<file path="src/rtl/vid_roi_pkg.sv">
package vid_roi_pkg;

   typedef enum logic [1:0] {
      MODE_AREA   = 2'd0,
      MODE_LINE   = 2'd1,
      MODE_STREAM = 2'd2
   } roi_mode_e;

   // decimation code to phase mask: x1 -> 000, x2 -> 001, x4 -> 011, x8 -> 111
   function automatic logic [2:0] dec_mask(input logic [1:0] code);
      logic [2:0] m;
      case (code)
         2'd0:    m = 3'b000;
         2'd1:    m = 3'b001;
         2'd2:    m = 3'b011;
         default: m = 3'b111;
      endcase
      return m;
   endfunction

endpackage

</file>
<file path="src/rtl/vid_roi_count.sv">
module vid_roi_count #(
   parameter int DIM_W = 12
) (
   input  logic             clk,
   input  logic             rst_n,
   input  logic             fval,
   input  logic             lval,
   input  logic             dval,
   output logic [DIM_W-1:0] xcnt,
   output logic [DIM_W-1:0] ycnt,
   output logic             frame_start,
   output logic             lval_fall,
   output logic             fval_fall
);

   logic fval_q, lval_q;

   assign frame_start = fval & ~fval_q;
   assign fval_fall   = fval_q & ~fval;
   assign lval_fall   = lval_q & ~lval;

   always_ff @(posedge clk or negedge rst_n) begin
      if (!rst_n) begin
         fval_q <= 1'b0;
         lval_q <= 1'b0;
      end else begin
         fval_q <= fval;
         lval_q <= lval;
      end
   end

   // column index: counts qualified pixels only, saturates
   always_ff @(posedge clk or negedge rst_n) begin
      if (!rst_n)
         xcnt <= '0;
      else if (!fval || !lval)
         xcnt <= '0;
      else if (dval && (xcnt != '1))
         xcnt <= xcnt + 1'b1;
   end

   // line index: advances at each line end inside the frame, saturates
   always_ff @(posedge clk or negedge rst_n) begin
      if (!rst_n)
         ycnt <= '0;
      else if (!fval)
         ycnt <= '0;
      else if (lval_fall && (ycnt != '1))
         ycnt <= ycnt + 1'b1;
   end

endmodule

</file>
<file path="src/rtl/vid_roi_shadow.sv">
module vid_roi_shadow #(
   parameter int DIM_W = 12
) (
   input  logic             clk,
   input  logic             rst_n,
   input  logic             load,
   input  logic [1:0]       cfg_mode,
   input  logic [DIM_W-1:0] cfg_x_off,
   input  logic [DIM_W-1:0] cfg_y_off,
   input  logic [DIM_W-1:0] cfg_width,
   input  logic [DIM_W-1:0] cfg_height,
   input  logic [1:0]       cfg_hsub,
   input  logic [1:0]       cfg_vsub,
   output logic [1:0]       eff_mode,
   output logic [DIM_W-1:0] eff_x_off,
   output logic [DIM_W-1:0] eff_y_off,
   output logic [DIM_W-1:0] eff_width,
   output logic [DIM_W-1:0] eff_height,
   output logic [1:0]       eff_hsub,
   output logic [1:0]       eff_vsub
);

   localparam int SH_W = 4 * DIM_W + 6;

   logic [SH_W-1:0] live_w, held_q, eff_w;

   assign live_w = {cfg_mode, cfg_x_off, cfg_y_off, cfg_width, cfg_height, cfg_hsub, cfg_vsub};

   always_ff @(posedge clk or negedge rst_n) begin
      if (!rst_n)
         held_q <= '0;
      else if (load)
         held_q <= live_w;
   end

   // the frame-start clock already uses the fresh values
   assign eff_w = load ? live_w : held_q;
   assign {eff_mode, eff_x_off, eff_y_off, eff_width, eff_height, eff_hsub, eff_vsub} = eff_w;

endmodule

</file>
<file path="src/rtl/vid_roi_axis.sv">
module vid_roi_axis
   import vid_roi_pkg::*;
#(
   parameter int DIM_W = 12
) (
   input  logic [DIM_W-1:0] pos,
   input  logic [DIM_W-1:0] off,
   input  logic [DIM_W-1:0] len,
   input  logic [1:0]       sub,
   input  logic             clip,
   output logic             hit
);

   logic       in_span;
   logic [2:0] phase;

   assign in_span = (pos >= off) && ({1'b0, pos} < ({1'b0, off} + {1'b0, len}));
   // phase measured from the offset when clipping, from zero otherwise
   assign phase   = clip ? (pos[2:0] - off[2:0]) : pos[2:0];
   assign hit     = (in_span | ~clip) && ((phase & dec_mask(sub)) == 3'b000);

endmodule

</file>
<file path="src/rtl/vid_roi_mark.sv">
module vid_roi_mark #(
   parameter int DIM_W = 12
) (
   input  logic             clk,
   input  logic             rst_n,
   input  logic             fval,
   input  logic             lval,
   input  logic             keep,
   input  logic             lval_fall,
   input  logic             fval_fall,
   input  logic             line_mode,
   input  logic [DIM_W-1:0] height,
   output logic             sof,
   output logic             sol,
   output logic             eol,
   output logic             eof
);

   logic             line_has, frame_has;
   logic [DIM_W-1:0] pf_cnt;
   logic             line_done, pf_hit, pf_end;

   assign line_done = lval_fall & line_has;
   assign pf_hit    = (({1'b0, pf_cnt} + 1'b1) == {1'b0, height});
   assign pf_end    = line_mode & line_done & pf_hit;

   always_ff @(posedge clk or negedge rst_n) begin
      if (!rst_n)
         line_has <= 1'b0;
      else if (!lval)
         line_has <= 1'b0;
      else if (keep)
         line_has <= 1'b1;
   end

   always_ff @(posedge clk or negedge rst_n) begin
      if (!rst_n)
         frame_has <= 1'b0;
      else if (!fval || pf_end)
         frame_has <= 1'b0;
      else if (keep)
         frame_has <= 1'b1;
   end

   // lines with accepted pixels inside the current pseudo frame
   always_ff @(posedge clk or negedge rst_n) begin
      if (!rst_n)
         pf_cnt <= '0;
      else if (!fval || pf_end)
         pf_cnt <= '0;
      else if (line_mode && line_done)
         pf_cnt <= pf_cnt + 1'b1;
   end

   always_ff @(posedge clk or negedge rst_n) begin
      if (!rst_n) begin
         sof <= 1'b0;
         sol <= 1'b0;
         eol <= 1'b0;
         eof <= 1'b0;
      end else begin
         sof <= keep & ~frame_has;
         sol <= keep & ~line_has;
         eol <= line_done;
         eof <= (fval_fall & frame_has) | pf_end;
      end
   end

endmodule

</file>
<file path="src/rtl/vid_roi_gate.sv">
module vid_roi_gate
   import vid_roi_pkg::*;
#(
   parameter int PIX_W = 16,
   parameter int DIM_W = 12
) (
   input  logic             clk,
   input  logic             rst_n,
   input  logic [1:0]       cfg_mode,
   input  logic [DIM_W-1:0] cfg_x_off,
   input  logic [DIM_W-1:0] cfg_y_off,
   input  logic [DIM_W-1:0] cfg_width,
   input  logic [DIM_W-1:0] cfg_height,
   input  logic [1:0]       cfg_hsub,
   input  logic [1:0]       cfg_vsub,
   input  logic             in_fval,
   input  logic             in_lval,
   input  logic             in_dval,
   input  logic [PIX_W-1:0] in_pix,
   output logic             out_fval,
   output logic             out_lval,
   output logic             out_dval,
   output logic [PIX_W-1:0] out_pix,
   output logic             out_keep,
   output logic             out_sof,
   output logic             out_eof,
   output logic             out_sol,
   output logic             out_eol
);

   localparam int AXES  = 2;
   localparam int AX_X  = 0;
   localparam int AX_Y  = 1;

   generate
      if (PIX_W < 1) begin : g_bad_pix
         $error("vid_roi_gate: PIX_W must be at least 1");
      end
      if (DIM_W < 4 || DIM_W > 24) begin : g_bad_dim
         $error("vid_roi_gate: DIM_W must lie in 4..24");
      end
   endgenerate

   logic [DIM_W-1:0] xcnt, ycnt;
   logic             frame_start, lval_fall, fval_fall;

   vid_roi_count #(.DIM_W(DIM_W)) u_count (
      .clk         (clk),
      .rst_n       (rst_n),
      .fval        (in_fval),
      .lval        (in_lval),
      .dval        (in_dval),
      .xcnt        (xcnt),
      .ycnt        (ycnt),
      .frame_start (frame_start),
      .lval_fall   (lval_fall),
      .fval_fall   (fval_fall)
   );

   logic [1:0]       eff_mode, eff_hsub, eff_vsub;
   logic [DIM_W-1:0] eff_x_off, eff_y_off, eff_width, eff_height;

   vid_roi_shadow #(.DIM_W(DIM_W)) u_shadow (
      .clk        (clk),
      .rst_n      (rst_n),
      .load       (frame_start),
      .cfg_mode   (cfg_mode),
      .cfg_x_off  (cfg_x_off),
      .cfg_y_off  (cfg_y_off),
      .cfg_width  (cfg_width),
      .cfg_height (cfg_height),
      .cfg_hsub   (cfg_hsub),
      .cfg_vsub   (cfg_vsub),
      .eff_mode   (eff_mode),
      .eff_x_off  (eff_x_off),
      .eff_y_off  (eff_y_off),
      .eff_width  (eff_width),
      .eff_height (eff_height),
      .eff_hsub   (eff_hsub),
      .eff_vsub   (eff_vsub)
   );

   logic md_line, md_area, md_stream;

   assign md_area   = (eff_mode == MODE_AREA);
   assign md_line   = (eff_mode == MODE_LINE);
   assign md_stream = eff_mode[1];

   logic [DIM_W-1:0] ax_pos [AXES];
   logic [DIM_W-1:0] ax_off [AXES];
   logic [DIM_W-1:0] ax_len [AXES];
   logic [1:0]       ax_sub [AXES];
   logic             ax_clip[AXES];
   logic             ax_hit [AXES];

   assign ax_pos[AX_X]  = xcnt;
   assign ax_off[AX_X]  = eff_x_off;
   assign ax_len[AX_X]  = eff_width;
   assign ax_sub[AX_X]  = eff_hsub;
   assign ax_clip[AX_X] = 1'b1;
   assign ax_pos[AX_Y]  = ycnt;
   assign ax_off[AX_Y]  = eff_y_off;
   assign ax_len[AX_Y]  = eff_height;
   assign ax_sub[AX_Y]  = eff_vsub;
   assign ax_clip[AX_Y] = md_area;

   generate
      for (genvar a = 0; a < AXES; a++) begin : g_axis
         vid_roi_axis #(.DIM_W(DIM_W)) u_axis (
            .pos  (ax_pos[a]),
            .off  (ax_off[a]),
            .len  (ax_len[a]),
            .sub  (ax_sub[a]),
            .clip (ax_clip[a]),
            .hit  (ax_hit[a])
         );
      end
   endgenerate

   logic qual, keep;

   assign qual = in_fval & in_lval & in_dval;
   assign keep = qual & (md_stream | (ax_hit[AX_X] & ax_hit[AX_Y]));

   vid_roi_mark #(.DIM_W(DIM_W)) u_mark (
      .clk       (clk),
      .rst_n     (rst_n),
      .fval      (in_fval),
      .lval      (in_lval),
      .keep      (keep),
      .lval_fall (lval_fall),
      .fval_fall (fval_fall),
      .line_mode (md_line),
      .height    (eff_height),
      .sof       (out_sof),
      .sol       (out_sol),
      .eol       (out_eol),
      .eof       (out_eof)
   );

   always_ff @(posedge clk or negedge rst_n) begin
      if (!rst_n) begin
         out_fval <= 1'b0;
         out_lval <= 1'b0;
         out_dval <= 1'b0;
         out_pix  <= '0;
         out_keep <= 1'b0;
      end else begin
         out_fval <= in_fval;
         out_lval <= in_lval;
         out_dval <= in_dval;
         out_pix  <= in_pix;
         out_keep <= keep;
      end
   end

endmodule

</file>
<file path="config.mk">
export PLATFORM = sky130hd
export DESIGN_NAME = vid_roi_gate
export DESIGN_NICKNAME = d
export VERILOG_FILES = /design/src/rtl/vid_roi_pkg.sv /design/src/rtl/vid_roi_count.sv /design/src/rtl/vid_roi_shadow.sv /design/src/rtl/vid_roi_axis.sv /design/src/rtl/vid_roi_mark.sv /design/src/rtl/vid_roi_gate.sv
export SDC_FILE = /design/constraint.sdc
export NUM_CORES = 1
export LEC_CHECK = 0
export ABC_AREA = 1
export BUFFER_PORTS_ARGS = -buffer_cell sky130_fd_sc_hd__buf_2
export CORE_MARGIN = 4
export CORE_UTILIZATION = 25
export DETAILED_ROUTE_END_ITERATION = 10
export GPL_ROUTABILITY_DRIVEN = 0
export SYNTH_ARGS = -nofsm -noshare
export SYNTH_HDL_FRONTEND = slang
export SYNTH_HIERARCHICAL = 1
export SYNTH_SLANG_ARGS = --single-unit
</file>
<file path="constraint.sdc">
create_clock -name clk -period 3.7 [get_ports clk]
set_input_delay 0.37 -clock clk [delete_from_list [all_inputs] [get_ports clk]]
set_output_delay 0.37 -clock clk [all_outputs]
set_load 0.02 [all_outputs]
</file>
==> results of run 1 <==
==> cell usage in the layout, fill, tap and decap left out, types with 6 or more instances in the layout <==
cell / count
a21oi_2: 13
ha_1: 59
clkbuf_16: 17
xor2_1: 19
nand3_1: 61
nand3b_1: 6
o21ai_0: 21
nor2_4: 7
inv_1: 112
ha_4: 14
buf_4: 65
buf_2: 97
nand2_2: 16
nor2_1: 64
xnor2_1: 11
dfrtp_1: 118
nand4_1: 13
nor2_2: 17
a21oi_1: 27
nor3_1: 6
inv_6: 6
nand2_1: 398
==> power groups by stage <==
| stage | combinational (mW) | clock, mW | sequential (mW) |
|---|---|---|---|
| 2_1_floorplan | 0.675 | 0 | 1.44 |
| 3_3_place_gp | 1.08 | 0 | 1.43 |
| 3_5_place_dp | 1.09 | 0 | 1.43 |
| 4_1_cts | 1.10 | 1.76 | 1.41 |
| 5_1_grt | 1.35 | 1.82 | 1.42 |
| 6_report | 1.18 | 1.71 | 1.41 |
==> layout make-up <==
| cell class | instances | area share, % |
|---|---|---|
| Clock buffer | 17 | 4.21 |
| Clock inverter | 14 | 1.67 |
| Inverter | 117 | 4.44 |
| Multi-Input combinational cell | 793 | 44.9 |
| Sequential cell | 118 | 29.2 |
| Tap cell | 396 | 4.90 |
| Timing Repair Buffer | 168 | 10.6 |
==> stage by stage <==
| stage | TNS, ns | instances | instance area [sq um] | hold slack, ns | total power, mW |
|---|---|---|---|---|---|
| CTS | 0 | 1622 | 9850 | 0.0262 | 4.27 |
| finish | 0 | 1623 | 10100 | 0.0418 | 4.30 |
| detailed placement | -0.539 | 1589 | 9230 | 0.446 | 2.52 |
| floorplan | 0 | 1045 | 7840 | 0.0744 | 2.12 |
| global placement | -0.321 | 1589 | 9230 | 0.435 | 2.51 |
| global route | 0 | 1623 | 10100 | 0.0195 | 4.58 |
==> repair_timing <==
action	in CTS	in global routing
gates resized for setup	0	39
endpoints found under the setup margin	3	5
pin swaps	1	8
gates cloned	0	0
buffers inserted	2	1
==> worst paths after layout <==
kind / from / endpoint / cells past startpoint
worst max-delay path: u_count/fval_q$_DFF_PN0_ / u_mark/line_has$_DFFE_PN0P_ / 21
worst min-delay path: rst_n / u_shadow/held_q[2]$_DFF_PN0_ / 2
worst max register to register: u_count/fval_q$_DFF_PN0_ / u_mark/line_has$_DFFE_PN0P_ / 21
worst min register to register: u_mark/line_has$_DFFE_PN0P_ / u_mark/sol$_DFF_PN0_ / 1
max in group asynchronous: rst_n / u_mark/pf_cnt[10]$_DFFE_PN0P_ / 2
min in group clk: in_pix[13] / out_pix[13]$_DFF_PN0_ / 1
==> cell families (layout without fill, tap and decap cells) <==
group	count (synthesis)	count (layout)	synth area share, %
DFF	118	118	37.7
adders and majority gates	77	77	12.7
xor gates and xnor gates	30	30	3.36
AOI/OAI and AO/OA	83	83	6.07
and+or+nand+nor	599	599	32.4
other	1	4	0.0479
buffers and inverters	134	316	7.66
==> critical path: stages, from the launching register on <==
cell	delay, ns
dfrtp_1	0.40
nor2_4	0.11
buf_12	0.14
inv_6	0.06
buf_12	0.15
nand2_1	0.05
nand2_1	0.10
ha_4	0.28
a21oi_2	0.17
o21ai_2	0.10
a21oi_2	0.23
o21ai_1	0.10
xor2_1	0.15
ha_1	0.28
nand2_1	0.06
nor3_1	0.21
nand4_1	0.14
nand3_2	0.11
a21oi_2	0.06
a21oi_2	0.20
nor2_4	0.06
o21a_1	0.16
==> layer usage <==
layer  wire (um)  up-vias
met2        9460      118
met4         379        4
met3         720       26
met5          17        -
li1            -     3651
met1       10200     3238
==> sequential cells by signal, indices dropped and copies added (netlist names) <==
name,cells
u_mark/sol,1
u_mark/eof,1
out_dval,1
u_count/ycnt,12
u_mark/frame_has,1
out_fval,1
u_mark/eol,1
out_pix,16
u_mark/line_has,1
u_shadow/held_q,54
u_count/lval_q,1
out_keep,1
u_mark/sof,1
u_count/xcnt,12
u_mark/pf_cnt,12
u_count/fval_q,1
out_lval,1
==> flow_summary_export.csv, run 1 <==
group,metric,value,unit
pwr,power.switching,1.39,mW
timing,tightest_slew,0.677,ns
grt,initial_antenna_violation_count,2,
hold_path,hp-class,"primary input to asynchronous set/reset pin",
synth,synth_edf_count,0,
synth,synth.distinct_cells,42,
pwr,worst_case_vdd_ir_drop,323,uV
pwr,total_leakage_power,5.27,nW
synth,post-synth-top-count-cell,"nand2_1",
setup_path,critical_path_peak_fanout,17,
synth,netlist_top_cells_count,"nand2_1, dfrtp_1, inv_1",
synth,yosys_register_bits,118,
timing,final_period_minus_worst_setup_slack,3.43,ns
clock_tree,skew_pair_late_insertion_delay,0.42,ns
grt,groute.layer.met1.usage,16.9,%
placed_design,place_hpwl,15700,um
clock_tree,tritoncts.num_buffers,17,
synth,synthArstFlopShare,100,%
clock_tree,htree_num_levels,4,
timing,hold_violations,0,
detailed_routing,detailroute.via_count,7037,
pwr,pwr-share-clk,39.7,%
floorplanning,horizontal_die_dimension,185,um
timing,max_clock_freq,292,MHz
setup_path,setup.reg_to_reg.worst_slack,0.27,ns
detailed_routing,routed_wl,20800,um
clock_tree,cts.sink_count,118,
synth,synth.top_cells.by_area,"dfrtp_1, nand2_1, ha_1",
synth,yosysWarnings,6,
layout,regArea,2950,sq um
layout,synthToLayoutAreaGrowth,29.2,%
grt,grt_most_used_layer,"met2",
setup_path,crit_path_start_kind,"flop",
floorplanning,core,30700,sq um
grt,grt_usage,12.4,%
timing,setup_repair_after_global_routing_missed_its_margin,"false",
timing,timing.final.crit_share,92.6,%
pwr,swShare,32.3,%
clock_tree,ctsRootBufferMaster,"clkbuf_16",
timing,clock_skew,0.0140,ns
detailed_routing,drt-initial-drc-count,377,
floorplanning,total_die_area,34200,sq um
floorplanning,die_height,185,um
synth,synth_top_cell_area_share,37.7,%
detailed_routing,post_drt_via_cell_ratio,4.34,
grt,first_global_vias,6928,
setup_path,worstPathArrival,3.73,ns
synth,synthDominantAreaCellType,"dfrtp_1",
pwr,power-per-cell-area,426,nW/um^2
clock_tree,ctsHoldBuffers,0,
setup_path,criticalPathCategory,"flop to flop",
clock_tree,cts-root-to-sink-buffers,2,
detailed_routing,ant_nets,0,
detailed_routing,detail_route.drc_violations,0,
layout,diodes,0,
detailed_routing,drt_pass1_iterations,5,
pwr,p_int,2.91,mW
grt,global_routing_usage_on_met3,2.47,%
grt,global_route_wire_length_before_repair,33800,um
floorplanning,ios,99,
layout,final_net_count,1367,
grt,fraction_of_met2_tracks_used_by_global_routing,19.6,%
synth,syn_avg_cell_area,7.51,sq um
grt,grt_max_degree,119,
clock_tree,cts.reportedPaths.clkPinSlew,0.06,ns
synth,mappedNetlistArea,7830,sq um
status,outcome,"complete, no violations",
timing,final-max-slew-violation-count,0,
placed_design,place_worst_setup_slack,-0.142,ns
clock_tree,cts_tree,"done",
setup_path,required,4.01,ns
layout,multi_input_gate_area_in_the_final_layout,4540,sq um
layout,drive_gt1_share,23.1,%
pwr,power.share.combinational,27.5,%
floorplanning,placement_rows,64,
floorplanning,initial_core_util,25.5,%
timing,timing.final.setup_violations,0,
timing,final.setup.worst_slack,0.272,ns
pwr,pwr-share-seq,32.8,%
synth,synth.yosys.seq_area_share,37.7,%
placed_design,place.port_buffers,98,
synth,netlist_instances,1042,
detailed_routing,routed_wire_length_per_instance,12.8,um
setup_path,end_kind,"flop",
layout,nFillCells,3297,
timing,relSlewSlack,54.9,%
synth,dominantRegCellSynth,"dfrtp_1",
job,cap_viol_max_count,0,
layout,finalCoreUtilization,32.9,%
grt,grt_overflow_total,0,
No activity file was read; power rests on OpenSTA's default activity.
==> inputs of run 2 (changes only) <==
Settings changed: ABC_AREA 1 to not set.
==> run 2 against run 1 <==
The flow now finishes with violations (setup timing). Critical path depth did not move. Clock power is 3% higher. Sequential power about the same. Count of clock-buffer cells in the layout grew 6. Core utilization rose by 0.80 points. Register-to-register slack worse by 0.87 ns. Routed wire length is 1.9% lower. Worst setup slack worse by 0.87 ns. Design area up 1.9%.
==> flow_summary_export.csv, run 2 <==
group,metric,value,unit
detailed_routing,post_drt_via_cell_ratio,4.60,
layout,finish.instance_area,10300,sq um
setup_path,depth_of_the_worst_register_to_register_path,21,
synth,simple_gate_share_of_the_synthesized_area,15.5,%
timing,max_clock_freq,233,MHz
floorplanning,die_height,184,um
clock_tree,tritoncts.num_buffers,17,
layout,final_net_count,1082,
setup_path,critical_path_peak_fanout,5,
setup_path,crit_path_start_kind,"flop",
clock_tree,htree_num_levels,4,
timing,setup_repair_after_global_routing_missed_its_margin,"true",
timing,relSlewSlack,38.6,%
setup_path,max_stage_delay,0.42,ns
synth,netlist_instances,724,
setup_path,worst_path_max_delay_cell,"dfrtp_1",
detailed_routing,ant_nets,0,
detailed_routing,detailroute.via_count,6157,
detailed_routing,routed_wl,20400,um
setup_path,startpoint,"u_count/fval_q$_DFF_PN0_",
setup_path,worstPathArrival,4.62,ns
grt,grt_max_degree,70,
pwr,swShare,30.0,%
synth,post-synth-top-count-cell,"dfrtp_1",
timing,final-max-slew-violation-count,0,
grt,global_route_wire_length_before_repair,32600,um
layout,drive_gt1_share,37.5,%
job,cap_viol_max_count,0,
placed_design,placed_cell_area,9400,sq um
timing,hold_violations,0,
synth,synth.yosys.seq_area_share,38.1,%
layout,register_with_the_highest_flop_count,"u_shadow/held_q",
synth,synth.top_cells.by_area,"dfrtp_1, ha_1, mux2_4",
setup_path,timing.rr.end,"u_mark/line_has$_DFFE_PN0P_",
grt,initial_antenna_violation_count,0,
layout,synthToLayoutAreaGrowth,32.9,%
pwr,total_leakage_power,4.90,nW
setup_path,criticalPathCategory,"flop to flop",
clock_tree,cts_tree,"done",
setup_path,required,4.02,ns
synth,synth_edf_count,0,
synth,post_synth_mux_area_share,10.8,%
pwr,pwr-share-seq,29.6,%
synth,synth_top_cell_area_share,38.1,%
placed_design,place_hpwl,15500,um
synth,synthDominantAreaCellType,"dfrtp_1",
status,outcome,"complete, but fails checks",
floorplanning,ios,99,
synth,post_synth_xor_area_fraction,4.97,%
setup_path,r2r-start,"u_count/fval_q$_DFF_PN0_",
synth,yosys_register_bits,118,
layout,layout_commonest_cell,"dfrtp_1",
status,failed_checks,"setup timing",
setup_path,cells_along_the_critical_path,"nor2_4, buf_6, buf_6, mux2_4, ha_4, inv_2, fa_2, nor2b_4, o31a_1, o21ai_2, or2b_1, xnor2_1, ha_1, and4_1, o2111ai_1, and4_1, a211oi_2, a211oi_2, a21oi_2, nor2_4, o21a_1",
pwr,worst_case_vdd_ir_drop,317,uV
setup_path,setup.reg_to_reg.worst_slack,-0.60,ns
floorplanning,total_die_area,33900,sq um
clock_tree,cts-root-to-sink-buffers,2,
detailed_routing,routed_wire_length_per_instance,15.2,um
pwr,pwr-share-clk,36.5,%
synth,synth_adder_area_share,12.8,%
floorplanning,initial_core_util,25.3,%
layout,layout_top_registers,"u_shadow/held_q x54, out_pix x16",
layout,final_cell_mix,"dfrtp_1, buf_2, buf_4",
grt,grt_overflow_total,0,
pwr,p_int,3.37,mW
layout,largest_register_ffs,54,
layout,multi_input_gate_area_in_the_final_layout,4670,sq um
clock_tree,skew_pair_late_insertion_delay,0.43,ns
timing,final.setup.worst_slack,-0.596,ns
setup_path,cp_endpoint,"u_mark/line_has$_DFFE_PN0P_",
synth,syn_avg_cell_area,10.7,sq um
clock_tree,ctsHoldBuffers,0,
timing,clock_skew,0.0120,ns
synth,netlist_top_cells_count,"dfrtp_1, ha_1, mux2_4",
timing,tightest_slew,0.922,ns
detailed_routing,drt-initial-drc-count,285,
layout,regArea,2950,sq um
floorplanning,core,30600,sq um
pwr,power.share.combinational,33.9,%
clock_tree,cts.reportedPaths.clkPinSlew,0.06,ns
detailed_routing,drt_pass1_iterations,5,
timing,final_period_minus_worst_setup_slack,4.30,ns
grt,grt_usage,12.2,%
synth,mappedNetlistArea,7750,sq um
synth,synth.distinct_cells,86,
clock_tree,ctsRootBufferMaster,"clkbuf_16",
timing,timing.final.setup_violations,5,
synth,synthArstFlopShare,100,%
detailed_routing,detail_route.drc_violations,0,
synth,synth_compound_area_share,13.1,%
pwr,power.switching,1.44,mW
hold_path,hp-class,"primary input to flop",
layout,nFillCells,3121,
layout,diodes,0,
grt,first_global_vias,6192,
pwr,power-per-cell-area,467,nW/um^2
placed_design,place.port_buffers,98,
hold_path,worst_hold_launch,"in_pix[0]",
synth,yosysWarnings,6,
setup_path,end_kind,"flop",
floorplanning,placement_rows,64,
synth,synth_top_family_by_area,"simple AND/OR/NAND/NOR gates",
timing,timing.final.crit_share,116,%
synth,dominantRegCellSynth,"dfrtp_1",
layout,finalCoreUtilization,33.7,%
floorplanning,horizontal_die_dimension,184,um
clock_tree,cts.sink_count,118,
run 2: routing by layer:
| metal | vias to the layer above | routed length, um | track usage [%] |
|---|---|---|---|
| li1 | 3040 | - | - |
| met1 | 2952 | 9600 | 16.6 |
| met2 | 143 | 9620 | 19.7 |
| met3 | 22 | 898 | 2.85 |
| met4 | 0 | 243 | 3.19 |
| met5 | - | 0 | 0 |
run 2: cells by family after synthesis:
group                    count (synthesis)
adder cells (fa/ha/maj)                 77
XOR/XNOR                                44
other                                    1
buffers and inverters                   67
AO/OA/AOI/OAI                          143
multiplexers                            58
flip-flops                             118
AND/OR/NAND/NOR                        216
run 2: metrics by stage:
stage          hold WS (ns)  setup WS, ns  power [mW]  TNS (ns)  cells
2_1_floorplan        0.0744        -0.214        2.39    -0.905    727
3_3_place_gp          0.443        -0.696        2.92     -3.32   1297
3_5_place_dp          0.454        -0.743        2.95     -3.48   1297
4_1_cts              0.0250        -0.584        4.77     -2.68   1332
5_1_grt              0.0235        -0.799        5.11     -3.88   1338
6_report             0.0462        -0.596        4.81     -2.84   1338
run 2: layout make-up:
type / count / share of cell area [%]
clock buffer: 23 / 4.83
sequential: 118 / 28.7
inverter: 49 / 1.91
timing repair buffer: 202 / 13.3
clock inverter: 8 / 1.17
multi-input combinational: 542 / 45.3
tap: 396 / 4.81
run 2: worst min path at each step:
stage / endpoint / cells past startpoint
final: out_pix[0]$_DFF_PN0_ / 1
after CTS: out_pix[0]$_DFF_PN0_ / 1
after global routing: out_pix[12]$_DFF_PN0_ / 1
after floorplan: out_dval$_DFF_PN0_ / 0
after global placement: u_mark/sof$_DFF_PN0_ / 1
after detailed placement: u_mark/sof$_DFF_PN0_ / 1
run 2: power by group through the flow:
stage	Clock [mW]	Sequential [mW]	Combinational, mW
after global routing	1.87	1.44	1.81
after global placement	0	1.44	1.48
final	1.76	1.43	1.63
after detailed placement	0	1.45	1.50
after CTS	1.80	1.43	1.54
after floorplan	0	1.46	0.933
run 2: worst max-delay path: cells and delay by family (launching register included):
| family | cells | cell delay, ns |
|---|---|---|
| AO/OA/AOI/OAI | 7 | 1.30 |
| AND/OR/NAND/NOR | 6 | 1.04 |
| adder cells (fa/ha/maj) | 3 | 0.70 |
| flip-flops | 1 | 0.42 |
| multiplexers | 1 | 0.32 |
| buffers and inverters | 3 | 0.29 |
| XOR/XNOR | 1 | 0.13 |
run 2: what timing repair did:
| item | in CTS | in global routing |
|---|---|---|
| resized for setup | 9 | 32 |
| setup buffers | 4 | 7 |
| endpoints found under the setup margin | 5 | 5 |
| pin swaps | 7 | 24 |
==> inputs of run 3 (changes only) <==
Settings changed: CELL_PAD_IN_SITES_DETAIL_PLACEMENT set to 1, CELL_PAD_IN_SITES_GLOBAL_PLACEMENT set to 1, PLACE_DENSITY_LB_ADDON set to 0.1, SYNTH_HIERARCHICAL 1 to not set.
==> run 3 against run 2 <==
The flow still finishes with violations (setup timing). Via count rose by 0.19%. Sequential cell count decreased by 2. Core utilization rose by 1.9 points. Worst hold slack better by 0.0066 ns. Register-to-register slack better by 0.11 ns. Critical path depth rose by 2. Non-clock buffer count grew 18. Die area fell by 6.9%. Sequential share of layout area up 0.43 points. Highest routed layer unchanged. Clock skew grew 0.00081 ns. Count of clock-buffer cells in the layout shrank 5.
==> flow_summary_export.csv, run 3 <==
group,metric,value,unit
clock_tree,htree_num_levels,4,
placed_design,place_hpwl,18700,um
detailed_routing,routed_wire_length_per_instance,17.6,um
clock_tree,cts_tree,"done",
clock_tree,tritoncts.num_buffers,17,
grt,grt_max_degree,64,
timing,final-max-slew-violation-count,0,
timing,clock_skew,0.0129,ns
synth,synthDominantAreaCellType,"dfrtp_1",
pwr,power-per-cell-area,457,nW/um^2
setup_path,end_kind,"flop",
timing,final.setup.worst_slack,-0.481,ns
floorplanning,initial_core_util,25.6,%
detailed_routing,post_drt_via_cell_ratio,4.56,
clock_tree,cts-root-to-sink-buffers,2,
grt,grt_usage,15.5,%
synth,synthArstFlopShare,100,%
timing,relSlewSlack,43.7,%
timing,timing.final.setup_violations,5,
timing,fin_worst_hold_slack,0.0528,ns
detailed_routing,detail_route.drc_violations,0,
setup_path,required,4.04,ns
clock_tree,cts.reportedPaths.clkPinSlew,0.06,ns
layout,final_net_count,1112,
clock_tree,ctsRootBufferMaster,"clkbuf_16",
synth,synth.yosys.seq_area_share,40.3,%
placed_design,place.port_buffers,98,
synth,mappedNetlistArea,7190,sq um
synth,synth_edf_count,0,
pwr,worst_case_vdd_ir_drop,257,uV
setup_path,critical_path_peak_fanout,7,
clock_tree,skew_pair_late_insertion_delay,0.42,ns
grt,first_global_vias,6943,
status,failed_checks,"setup timing",
synth,post-synth-top-count-cell,"nand2_1",
grt,initial_antenna_violation_count,0,
detailed_routing,routed_wl,23900,um
grt,grt_overflow_total,0,
floorplanning,die_height,178,um
synth,dominantRegCellSynth,"dfrtp_1",
setup_path,criticalPathCategory,"flop to flop",
detailed_routing,ant_nets,0,
floorplanning,core,28100,sq um
floorplanning,horizontal_die_dimension,178,um
timing,final_period_minus_worst_setup_slack,4.18,ns
setup_path,crit_path_start_kind,"flop",
synth,yosys_register_bits,116,
synth,synth_top_cell_area_share,40.3,%
placed_design,place.detailed.instances,1303,
hold_path,hp-class,"primary input to flop",
layout,diodes,0,
synth,netlist_instances,742,
grt,global_route_wire_length_before_repair,38000,um
layout,final_cell_mix,"nand2_1, dfrtp_1, buf_4",
status,outcome,"complete, but fails checks",
layout,register_with_the_highest_flop_count,"u_shadow.held_q",
detailed_routing,drt_pass1_iterations,4,
layout,synthToLayoutAreaGrowth,38.7,%
setup_path,setup.reg_to_reg.worst_slack,-0.48,ns
floorplanning,total_die_area,31600,sq um
timing,setup_repair_after_global_routing_missed_its_margin,"true",
floorplanning,placement_rows,61,
job,cap_viol_max_count,0,
setup_path,worstPathArrival,4.52,ns
layout,layout_commonest_cell,"nand2_1",
synth,synth.distinct_cells,65,
layout,drive_gt1_share,34.2,%
detailed_routing,detailroute.via_count,6169,
synth,yosysWarnings,0,
detailed_routing,drt-initial-drc-count,171,
layout,largest_register_ffs,53,
layout,layout_top_registers,"u_shadow.held_q x53, out_pix x16",
timing,timing.final.crit_share,113,%
synth,syn_avg_cell_area,9.70,sq um
synth,synthesis.nets,891,
pwr,total_leakage_power,4.89,nW
timing,max_clock_freq,239,MHz
layout,final_cells,1353,
synth,netlist_top_cells_count,"nand2_1, dfrtp_1, ha_1",
clock_tree,cts.sink_count,116,
timing,tightest_slew,0.820,ns
timing,hold_violations,0,
synth,synth.top_cells.by_area,"dfrtp_1, ha_1, nand2_1",
floorplanning,ios,99,
[run 3: repair_timing]
action                                  CTS  global route
cloned                                    0             0
endpoints found under the setup margin    5             5
pin swaps                                19            22
hold buffers                              1             0
gates resized for setup                  38            36
setup buffers                            13             5
hold endpoints to repair                 24             0
[run 3: report_power, final]
group,internal (mW),switching (mW),leakage [nW]
Sequential,1.36,0.0409,1.47
Clock,1.01,0.683,0.272
Combinational,0.719,0.742,3.14
Total,3.10,1.47,4.89
[run 3: logic make-up after synthesis]
kind of cell	Yosys count	synth area share [%]
simple gates	279	18.1
fa+ha+maj	78	13.7
flops	116	40.3
buf+inv	63	3.93
mux	35	5.27
compound gates	102	9.90
xor+xnor	69	8.71
[run 3: stage by stage]
stage	worst slack (ns)	utilization, %	power, mW	setup TNS [ns]	area (sq um)
after floorplan	-0.712	-	2.15	-3.52	7300
after global placement	-0.826	31.7	2.70	-4.10	8910
after detailed placement	-0.909	31.7	2.74	-4.51	8910
after CTS	-0.574	34.9	4.56	-2.74	9800
after global routing	-0.704	35.5	4.85	-3.44	9980
final	-0.481	35.5	4.56	-2.32	9980
[run 3: metal layers]
metal | GRT usage [%] | vias up | part of all wire [%]
met1 | 18.7 | 3079 | 43
li1 | - | 2995 | -
met3 | 2.22 | 17 | 2.4
met5 | 0 | - | 0
met4 | 4.16 | 0 | 1.4
met2 | 28.9 | 78 | 53
[run 3: worst max-delay path, cell delays in order, from the launching register on]
cell	delay [ns]
dfrtp_2	0.41
and2b_4	0.29
buf_12	0.13
nand2_4	0.05
nand2_4	0.07
ha_4	0.20
a21o_1	0.16
a21oi_2	0.13
nor2b_1	0.06
o21a_1	0.18
or4_4	0.44
nand4_1	0.11
buf_4	0.13
a31oi_4	0.08
xnor2_2	0.15
ha_1	0.30
o21ai_2	0.06
o21bai_1	0.10
o2111ai_1	0.11
o41ai_2	0.12
a21boi_4	0.16
nor4b_4	0.31
o311ai_4	0.19
a21oi_2	0.14
[run 3: path summary, 6_finish.rpt]
kind                                                 to                   startpoint  depth (start not counted)
setup / recovery           u_mark.frame_has$_DFFE_PN0P_     u_count.fval_q$_DFF_PN0_                         23
hold / removal                     out_pix[4]$_DFF_PN0_                    in_pix[4]                          1
setup reg to reg           u_mark.frame_has$_DFFE_PN0P_     u_count.fval_q$_DFF_PN0_                         23
hold reg to reg                    u_mark.sol$_DFF_PN0_  u_mark.line_has$_DFFE_PN0P_                          1
max in group asynchronous      u_count.fval_q$_DFF_PN0_                        rst_n                          3
min in group asynchronous   u_count.xcnt[8]$_DFFE_PN0P_                        rst_n                          2
[run 3: cell type report]
type	count	area (sq um)
Fill cell	3268	18100
Multi-Input combinational cell	563	4380
Sequential cell	116	2900
Timing Repair Buffer	220	1460
Tap cell	378	473
Clock buffer	18	439
Inverter	45	169
Clock inverter	13	150
